[config.mk]
export PLATFORM = sky130hd
export DESIGN_NAME = cond_xchg_top
export DESIGN_NICKNAME = d
export VERILOG_FILES = /design/src/rtl/cond_xchg_pkg.sv /design/src/rtl/cond_mbox_cell.sv /design/src/rtl/cond_xchg_top.sv
export SDC_FILE = /design/constraint.sdc
export NUM_CORES = 1
export LEC_CHECK = 0
export BUFFER_PORTS_ARGS = -buffer_cell sky130_fd_sc_hd__buf_2
export CORE_AREA = 10 10 47 49
export DETAILED_ROUTE_END_ITERATION = 16
export DIE_AREA = 0 0 57 59
export PLACE_DENSITY = 0.45
export SYNTH_ARGS = -nofsm -noshare
export SYNTH_HDL_FRONTEND = slang
export SYNTH_SLANG_ARGS = --single-unit
[constraint.sdc]
create_clock -name clk -period 1.9 [get_ports clk]
set_input_delay 0.285 -clock clk [delete_from_list [all_inputs] [get_ports clk]]
set_output_delay 0.285 -clock clk [all_outputs]
set_load 0.01 [all_outputs]
[src/rtl/cond_xchg_pkg.sv]
package cond_xchg_pkg;

  localparam int unsigned NUM_DIR = 2;
  localparam int unsigned DIR_B2Y = 0;
  localparam int unsigned DIR_Y2B = 1;

  typedef struct packed {
    logic full;
    logic vacant;
  } mbox_stat_t;

  // a take completes only when there is something to take
  function automatic logic take_fires(input logic take, input logic full);
    return take & full;
  endfunction

  // a load completes into a vacant box, or into a full one being taken now
  function automatic logic load_fires(input logic load, input logic take,
                                      input logic full);
    return load & (~full | take_fires(take, full));
  endfunction

endpackage

[src/rtl/cond_mbox_cell.sv]
module cond_mbox_cell
  import cond_xchg_pkg::*;
#(
  parameter int unsigned FLAG_W = 1
) (
  input  logic              clk,
  input  logic              rst_n,
  input  logic              load_req,
  input  logic [FLAG_W-1:0] load_d,
  input  logic              take_req,
  output logic [FLAG_W-1:0] flag_q,
  output mbox_stat_t        stat,
  output logic              load_stall,
  output logic              take_stall
);

  logic              full_r;
  logic              vacant_r;
  logic [FLAG_W-1:0] flag_r;
  logic              take_go;
  logic              load_go;

  assign take_go    = take_fires(take_req, full_r);
  assign load_go    = load_fires(load_req, take_req, full_r);
  assign take_stall = take_req & ~take_go;
  assign load_stall = load_req & ~load_go;

  always_ff @(posedge clk or negedge rst_n) begin
    if (!rst_n) begin
      full_r   <= 1'b0;
      vacant_r <= 1'b1;
      flag_r   <= '0;
    end else if (load_go) begin
      full_r   <= 1'b1;
      vacant_r <= 1'b0;
      flag_r   <= load_d;
    end else if (take_go) begin
      full_r   <= 1'b0;
      vacant_r <= 1'b1;
    end
  end

  assign flag_q      = flag_r;
  assign stat.full   = full_r;
  assign stat.vacant = vacant_r;

  AST_STAT_EXCL: assert property (@(posedge clk) disable iff (!rst_n)
    $onehot({full_r, vacant_r}));
  AST_LOAD_STORES: assert property (@(posedge clk) disable iff (!rst_n)
    load_go |=> full_r && (flag_r == $past(load_d)));
  AST_TAKE_CLEARS: assert property (@(posedge clk) disable iff (!rst_n)
    take_go && !load_go |=> vacant_r && !full_r);
  AST_TAKE_VACANT_STALLS: assert property (@(posedge clk) disable iff (!rst_n)
    take_req && vacant_r |-> take_stall);
  AST_NO_OVERWRITE: assert property (@(posedge clk) disable iff (!rst_n)
    load_stall |=> full_r && $stable(flag_r));
  AST_SAME_CYCLE_SWAP: assert property (@(posedge clk) disable iff (!rst_n)
    load_req && take_req && full_r |-> !load_stall && !take_stall);
  AST_QUIET_HOLDS: assert property (@(posedge clk) disable iff (!rst_n)
    !load_req && !take_req |=> $stable(full_r) && $stable(flag_r));

endmodule

[src/rtl/cond_xchg_top.sv]
module cond_xchg_top
  import cond_xchg_pkg::*;
(
  input  logic clk,
  input  logic rst_n,
  input  logic bp_xfer,
  input  logic bp_xfer_d,
  input  logic bp_probe,
  output logic bp_probe_q,
  output logic bp_stall,
  input  logic yp_fetch,
  output logic yp_fetch_q,
  input  logic yp_post,
  input  logic yp_post_d,
  output logic yp_stall,
  output logic b2y_full,
  output logic b2y_vacant,
  output logic y2b_full,
  output logic y2b_vacant
);

  logic [NUM_DIR-1:0] load_req;
  logic [NUM_DIR-1:0] load_d;
  logic [NUM_DIR-1:0] take_req;
  logic [NUM_DIR-1:0] flag_q;
  logic [NUM_DIR-1:0] load_stall;
  logic [NUM_DIR-1:0] take_stall;
  mbox_stat_t         stat [NUM_DIR];

  // bit-to-byte: bit side loads, byte side takes
  assign load_req[DIR_B2Y] = bp_xfer;
  assign load_d[DIR_B2Y]   = bp_xfer_d;
  assign take_req[DIR_B2Y] = yp_fetch;
  // byte-to-bit: byte side loads, bit side takes
  assign load_req[DIR_Y2B] = yp_post;
  assign load_d[DIR_Y2B]   = yp_post_d;
  assign take_req[DIR_Y2B] = bp_probe;

  for (genvar g = 0; g < NUM_DIR; g++) begin : g_box
    cond_mbox_cell #(.FLAG_W(1)) u_cell (
      .clk        (clk),
      .rst_n      (rst_n),
      .load_req   (load_req[g]),
      .load_d     (load_d[g +: 1]),
      .take_req   (take_req[g]),
      .flag_q     (flag_q[g +: 1]),
      .stat       (stat[g]),
      .load_stall (load_stall[g]),
      .take_stall (take_stall[g])
    );
  end

  assign bp_stall   = load_stall[DIR_B2Y] | take_stall[DIR_Y2B];
  assign yp_stall   = take_stall[DIR_B2Y] | load_stall[DIR_Y2B];
  assign yp_fetch_q = flag_q[DIR_B2Y];
  assign bp_probe_q = flag_q[DIR_Y2B];
  assign b2y_full   = stat[DIR_B2Y].full;
  assign b2y_vacant = stat[DIR_B2Y].vacant;
  assign y2b_full   = stat[DIR_Y2B].full;
  assign y2b_vacant = stat[DIR_Y2B].vacant;

  AST_B2Y_ISOLATED: assert property (@(posedge clk) disable iff (!rst_n)
    !bp_xfer && !yp_fetch |=> $stable(b2y_full) && $stable(yp_fetch_q));
  AST_Y2B_ISOLATED: assert property (@(posedge clk) disable iff (!rst_n)
    !yp_post && !bp_probe |=> $stable(y2b_full) && $stable(bp_probe_q));
  AST_BP_IDLE_NO_STALL: assert property (@(posedge clk) disable iff (!rst_n)
    !bp_xfer && !bp_probe |-> !bp_stall);
  AST_YP_IDLE_NO_STALL: assert property (@(posedge clk) disable iff (!rst_n)
    !yp_fetch && !yp_post |-> !yp_stall);

endmodule

==> flow_summary.json, run 1 <==
{
  "grt_antenna_before_repair": 0,
  "totalWireLength_um": 719,
  "cts_buffer_depth": 2,
  "ir_drop_uv": 263,
  "cts_inserted_buffers": 3,
  "grt_pass1_vias": 292,
  "syn-num-nets": 34,
  "cts_tree": "yes",
  "synthCells": 26,
  "drive_gt1_share_pct": 52.2,
  "switchingPower_uw": 94.9,
  "combPwrFrac_pct": 21.2,
  "routedWlPerCell_um": 11.6,
  "crit_family": "flip-flops",
  "dieArea_um2": 3360,
  "clk_latency_ns": 0.24,
  "slowest_delay_ns": 0.41,
  "fin_nets": 55,
  "syn_to_final_growth_pct": 46.1,
  "cp_data_arrival_time_ns": 1.11,
  "ys_seq_area_share_pct": 53.5,
  "mostFrequentLayoutCells": "buf_2, nand2_1, dfrtp_1, mux2_4, clkbuf_4",
  "crit_chain": "and2b_1 -> nand2_1 -> o21ai_0 -> buf_2",
  "drc": 0,
  "finalCritPeriodShare_pct": 73.5,
  "relSlewSlack_pct": 90.1,
  "setup_tns_ns": 0,
  "setup_viol": 0,
  "required_ns": 1.62,
  "post-dp-hpwl_um": 600,
  "fin_area_um2": 417,
  "grt_pass1_wl_um": 1220,
  "io-pin-count": 16,
  "cp_max_fo": 5,
  "slowest_stage": "dfrtp_1",
  "worst_pin_slew_ns": 0.147,
  "fp.dieH_um": 59,
  "rsz0062_at_grt": "false",
  "grt_use_total_pct": 4.69,
  "endpoint_kind": "primary output",
  "start_util_pct": 20.4,
  "drv_cap": 0,
  "first_pass_iters": 2,
  "via_count": 242,
  "rows": 14,
  "die_w_um": 57,
  "internal_power_uw": 270,
  "crit_buf_inv": 1,
  "dpl-instance-area_um2": 380,
  "report.final.hold_viol_count": 0,
  "synth-seq-cells": 6,
  "netlist_area_um2": 285,
  "max_freq_mhz": 716,
  "cts-root-buf": "clkbuf_4",
  "slew_viol_final": 0,
  "initialDrtViolationCount": 2,
  "multi_input_area_um2": 121,
  "powerDensity_nw_per_um2": 876,
  "yosys_warnings": 0,
  "grt_overflow": 0,
  "ys_types": 13,
  "status": "completed",
  "clock-skew-final_ns": 0.00261,
  "cts_sinks": 6,
  "p_seq_share_pct": 43.6,
  "p_clk_share_pct": 35.2,
  "path_clk_slew_ns": 0.05,
  "p_leak_nw": 0.221,
  "netSwitchingFraction_pct": 26.0,
  "finalCriticalPeriod_ns": 1.40,
  "cts_max_level": 1,
  "regArea_um2": 153,
  "gp_congestion": 0.636,
  "antenna_left": 0,
  "coreArea_um2": 1400,
  "pre_cts_slack_ns": 0.730,
  "power.total_uw": 365,
  "n_fill_cell": 167,
  "hold_path_class": "primary input to flip-flop",
  "critPathKind": "flip-flop to primary output",
  "io_buffers": 15,
  "viasPerCell": 3.90,
  "grt_max_degree": 7,
  "final_common_cell": "buf_2",
  "post-route-util_pct": 29.7,
  "diodes": 0,
  "critPathLaunchType": "flip-flop",
  "syn_area_per_cell_um2": 11.0,
  "fin_ws_ns": 0.503
}
final cells by class:
cell class              count  share of cell area [%]
inverters                   3                    2.70
repair buffers             16                    20.4
clock buffers               4                    6.31
flip-flops and latches      6                    36.6
multi-input cells          17                    29.1
well taps                  16                    4.80
metrics by stage:
stage / hold slack, ns / instances
final: 0.247 / 62
after global routing: 0.256 / 62
after CTS: 0.244 / 62
after detailed placement: 0.118 / 57
after global placement: 0.114 / 57
after floorplan: -0.0106 / 26
logic make-up after synthesis:
logic type / count (synthesis) / synth area share [%]
buf+inv: 3 / 3.95
mux: 3 / 15.8
compound gates: 5 / 10.5
flops: 6 / 53.5
simple gates: 9 / 16.2
timing repair:
| action | in CTS | in global routing |
|---|---|---|
| hold buffers | 1 | 0 |
| setup buffers | 0 | 0 |
| endpoints found under the setup margin | 0 | 0 |
| endpoints found under the hold margin | 4 | 0 |
| resized for setup | 0 | 0 |
metal layers:
| metal | routed length, um | vias to the layer above | global-route usage [%] |
|---|---|---|---|
| li1 | - | 124 | - |
| met1 | 373 | 106 | 5.19 |
| met2 | 289 | 12 | 6.36 |
| met3 | 57 | 0 | 3.22 |
| met4 | 0 | 0 | 3.02 |
| met5 | 0 | - | 0 |
worst paths after layout:
kind / startpoint / to / slack [ns] / cells after the start
max reg2reg: g_box[1].u_cell.full_r / g_box[1].u_cell.flag_q / 0.87 / 3
min reg2reg: g_box[0].u_cell.vacant_r / g_box[0].u_cell.vacant_r / 0.50 / 2
max: g_box[0].u_cell.full_r / bp_stall / 0.50 / 4
min in group asynchronous: rst_n / g_box[1].u_cell.flag_q / 0.39 / 2
min: bp_xfer / g_box[0].u_cell.vacant_r / 0.25 / 2
max in group asynchronous: rst_n / g_box[0].u_cell.vacant_r / 1.29 / 2
flip-flops by register name (all words and copies together), names as in the netlist:
signal                 cells
g_box.u_cell.flag_q        2
g_box.u_cell.full_r        2
g_box.u_cell.vacant_r      2
cell usage after synthesis:
| cell | n | area (um^2) |
|---|---|---|
| nand2b_1 | 2 | 12.5 |
| a21oi_1 | 1 | 5.00 |
| mux2_4 | 3 | 45.0 |
| nand2_1 | 5 | 18.8 |
| o22ai_1 | 1 | 6.26 |
| inv_2 | 1 | 3.75 |
| o21ai_0 | 2 | 10.0 |
| and2b_1 | 1 | 7.51 |
| or2b_1 | 1 | 7.51 |
| dfstp_2 | 2 | 52.6 |
| dfrtp_1 | 4 | 100 |
| inv_1 | 2 | 7.51 |
| a22o_1 | 1 | 8.76 |
worst register-to-register path: cells and delay by family (launching register included):
| kind | cells | cell delay (ns) |
|---|---|---|
| AND/OR/NAND/NOR | 2 | 0.22 |
| multiplexers | 1 | 0.30 |
| flip-flops | 1 | 0.40 |
power groups by stage:
stage / Combinational [mW] / Clock [mW] / Sequential (mW)
final: 0.0773 / 0.129 / 0.159
after global routing: 0.0862 / 0.145 / 0.162
after CTS: 0.0799 / 0.135 / 0.159
after detailed placement: 0.0783 / 0 / 0.161
after global placement: 0.0776 / 0 / 0.161
after floorplan: 0.0346 / 0 / 0.168
Power figures use the tool's default switching activity.
==> run 2: changes to the inputs <==
--- a/config.mk
+++ b/config.mk
@@ -5,11 +5,12 @@
 export SDC_FILE = /design/constraint.sdc
 export NUM_CORES = 1
 export LEC_CHECK = 0
+export ABC_AREA = 1
 export BUFFER_PORTS_ARGS = -buffer_cell sky130_fd_sc_hd__buf_2
 export CORE_AREA = 10 10 47 49
 export DETAILED_ROUTE_END_ITERATION = 16
 export DIE_AREA = 0 0 57 59
-export PLACE_DENSITY = 0.45
+export PLACE_DENSITY = 0.44
 export SYNTH_ARGS = -nofsm -noshare
 export SYNTH_HDL_FRONTEND = slang
 export SYNTH_SLANG_ARGS = --single-unit
==> constraint.sdc (replaced) <==
create_clock -name clk -period 1.4 [get_ports clk]
set_input_delay 0.21 -clock clk [delete_from_list [all_inputs] [get_ports clk]]
set_output_delay 0.21 -clock clk [all_outputs]
set_load 0.01 [all_outputs]
==> run 2 against run 1 <==
Critical endpoint unchanged. Worst hold slack got worse by 0.058 ns. Largest cell class unchanged. Highest routed layer is now met4. Cell count rose by 13%. Utilization fell by 0.71 points.
==> flow_summary.json, run 2 <==
{
  "die_w_um": 57,
  "p_leak_nw": 0.245,
  "hold_path_class": "primary input to flip-flop",
  "drive_gt1_share_pct": 44.4,
  "synth-seq-cells": 6,
  "critPathKind": "flip-flop to primary output",
  "diodes": 0,
  "cts.repair.resized": 0,
  "antenna_left": 0,
  "rows": 14,
  "slew_viol_final": 0,
  "initialDrtViolationCount": 1,
  "powerDensity_nw_per_um2": 1180,
  "endpoint_kind": "primary output",
  "dieArea_um2": 3360,
  "io-pin-count": 16,
  "post-dp-hpwl_um": 611,
  "ys_types": 7,
  "cp_max_fo": 4,
  "grt_pass1_vias": 297,
  "relSlewSlack_pct": 90.1,
  "mostFrequentLayoutCells": "buf_2, nand2_1, inv_1, nand2_2, dfrtp_1",
  "cts_max_level": 1,
  "setup_viol": 0,
  "critPathLaunchType": "flip-flop",
  "cts_sinks": 6,
  "setup_tns_ns": 0,
  "slowest_delay_ns": 0.40,
  "cts-root-buf": "clkbuf_4",
  "required_ns": 1.19,
  "worst_pin_slew_ns": 0.149,
  "yosys.area.top_type_share_pct": 36.4,
  "crit_buf_inv": 1,
  "synthCells": 34,
  "yosys_warnings": 0,
  "synth_flop_cell": "dfrtp_1",
  "cts_tree": "yes",
  "crit_family": "flip-flops",
  "synth-edff-count": 0,
  "yosysMostFrequentCell": "nand2_1",
  "synthArstFlopShare_pct": 100,
  "cts_inserted_buffers": 3,
  "routedWlPerCell_um": 10.2,
  "crit_chain": "nand2_2 -> o22ai_1 -> buf_2",
  "fp.dieH_um": 59,
  "grt_max_degree": 7,
  "grt_use_total_pct": 4.72,
  "final_common_cell": "buf_2",
  "status": "completed",
  "fin_nets": 63,
  "n_fill_cell": 165,
  "syn-num-nets": 42,
  "gp_congestion": 0.668,
  "yosys-top-cells-count": "nand2_1, inv_1, dfrtp_1, nand2_2",
  "netlist_area_um2": 275,
  "syn_to_final_growth_pct": 47.7,
  "grt_pass1_wl_um": 1240,
  "drc": 0,
  "clk_latency_ns": 0.25,
  "via_count": 267,
  "syn_area_per_cell_um2": 8.10,
  "report.final.hold_viol_count": 0,
  "slowest_stage": "dfrtp_1",
  "totalWireLength_um": 712,
  "grt_overflow": 0,
  "max_freq_mhz": 801,
  "ir_drop_uv": 448,
  "first_pass_iters": 2,
  "synth_top_area_cell": "dfrtp_1",
  "start_util_pct": 19.6,
  "finalCritPeriodShare_pct": 89.2,
  "io_buffers": 15,
  "cp_data_arrival_time_ns": 1.04,
  "coreArea_um2": 1400,
  "clock-skew-final_ns": 0.00721,
  "cts_buffer_depth": 2,
  "rsz0062_at_grt": "false",
  "path_clk_slew_ns": 0.05,
  "synth_area_leaders": "dfrtp_1, dfstp_2, nand2_1",
  "viasPerCell": 3.81,
  "drv_cap": 0,
  "grt_antenna_before_repair": 0,
  "finalCriticalPeriod_ns": 1.25,
  "whs_ns": 0.189,
  "ys_seq_area_share_pct": 55.5
}
==> run 2: cell count changes after synthesis, moves of 2 or more <==
cell / previous run / this run
inv_1: 2 / 8
mux2_4: 3 / 0
nand2_1: 5 / 12
nand2_2: 0 / 4
nand2b_1: 2 / 0
nand3_1: 0 / 2
o21ai_0: 2 / 0
==> run 2: report_power, final <==
group / internal [mW] / leakage, nW / switching [mW]
Sequential: 0.197 / 0.0670 / 0.0107
Combinational: 0.0403 / 0.163 / 0.0531
Clock: 0.108 / 0.0150 / 0.0693
Total: 0.346 / 0.245 / 0.133
==> run 2: final cells by class <==
class / count / area, um^2 / area share [%]
inverter: 8 / 30.0 / 7.38
sequential: 6 / 153 / 37.5
multi-input combinational: 20 / 92.6 / 22.8
tap: 16 / 20.0 / 4.92
clock buffer: 4 / 26.3 / 6.46
timing repair buffer: 16 / 85.1 / 20.9
==> run 2: metal layers <==
metal | part of all wire (%) | track usage, % | up-vias | wire (um)
met2 | 44 | 6.98 | 11 | 311
met5 | 0 | 0 | - | 0
met1 | 47 | 4.90 | 113 | 338
met4 | 2.4 | 3.02 | 0 | 17
li1 | - | - | 141 | -
met3 | 6.2 | 3.00 | 2 | 44
==> run 2: repair_timing <==
| item | 4_1_cts | 5_1_grt |
|---|---|---|
| endpoints found under the setup margin | 0 | 0 |
| hold buffers | 1 | 0 |
| endpoints found under the hold margin | 6 | 0 |
| setup buffers | 0 | 0 |
==> run 2: cells by family after synthesis <==
group | share of synthesized area [%]
simple gates | 29.1
flops | 55.5
buf+inv | 10.9
compound gates | 4.54
==> run 2: worst paths after layout <==
path	start	endpoint	slack, ns	cells after the start
setup / recovery	g_box[0].u_cell.full_r	bp_stall	0.15	3
hold / removal	bp_xfer_d	g_box[0].u_cell.flag_q	0.19	3
setup reg to reg	g_box[0].u_cell.full_r	g_box[0].u_cell.flag_q	0.59	4
hold reg to reg	g_box[1].u_cell.flag_q	g_box[1].u_cell.flag_q	0.47	2
max in group asynchronous	rst_n	g_box[0].u_cell.vacant_r	0.86	2
min in group asynchronous	rst_n	g_box[0].u_cell.full_r	0.31	2
==> run 2: worst reg2reg max path, stage by stage, from the launching register on <==
cell     delay (ns)
dfrtp_1        0.41
nand2_2        0.13
nand2_2        0.07
nand2_1        0.06
nand2_1        0.04
==> run 2: stage by stage <==
stage	utilization, %	area [um^2]	setup WS, ns	instances	power [mW]
3_5_place_dp	26.4	370	0.421	65	0.304
2_1_floorplan	-	275	0.471	34	0.258
6_report	29.0	407	0.152	70	0.479
3_3_place_gp	26.4	370	0.411	65	0.305
5_1_grt	29.0	407	0.0979	70	0.512
4_1_cts	29.0	407	0.143	70	0.489
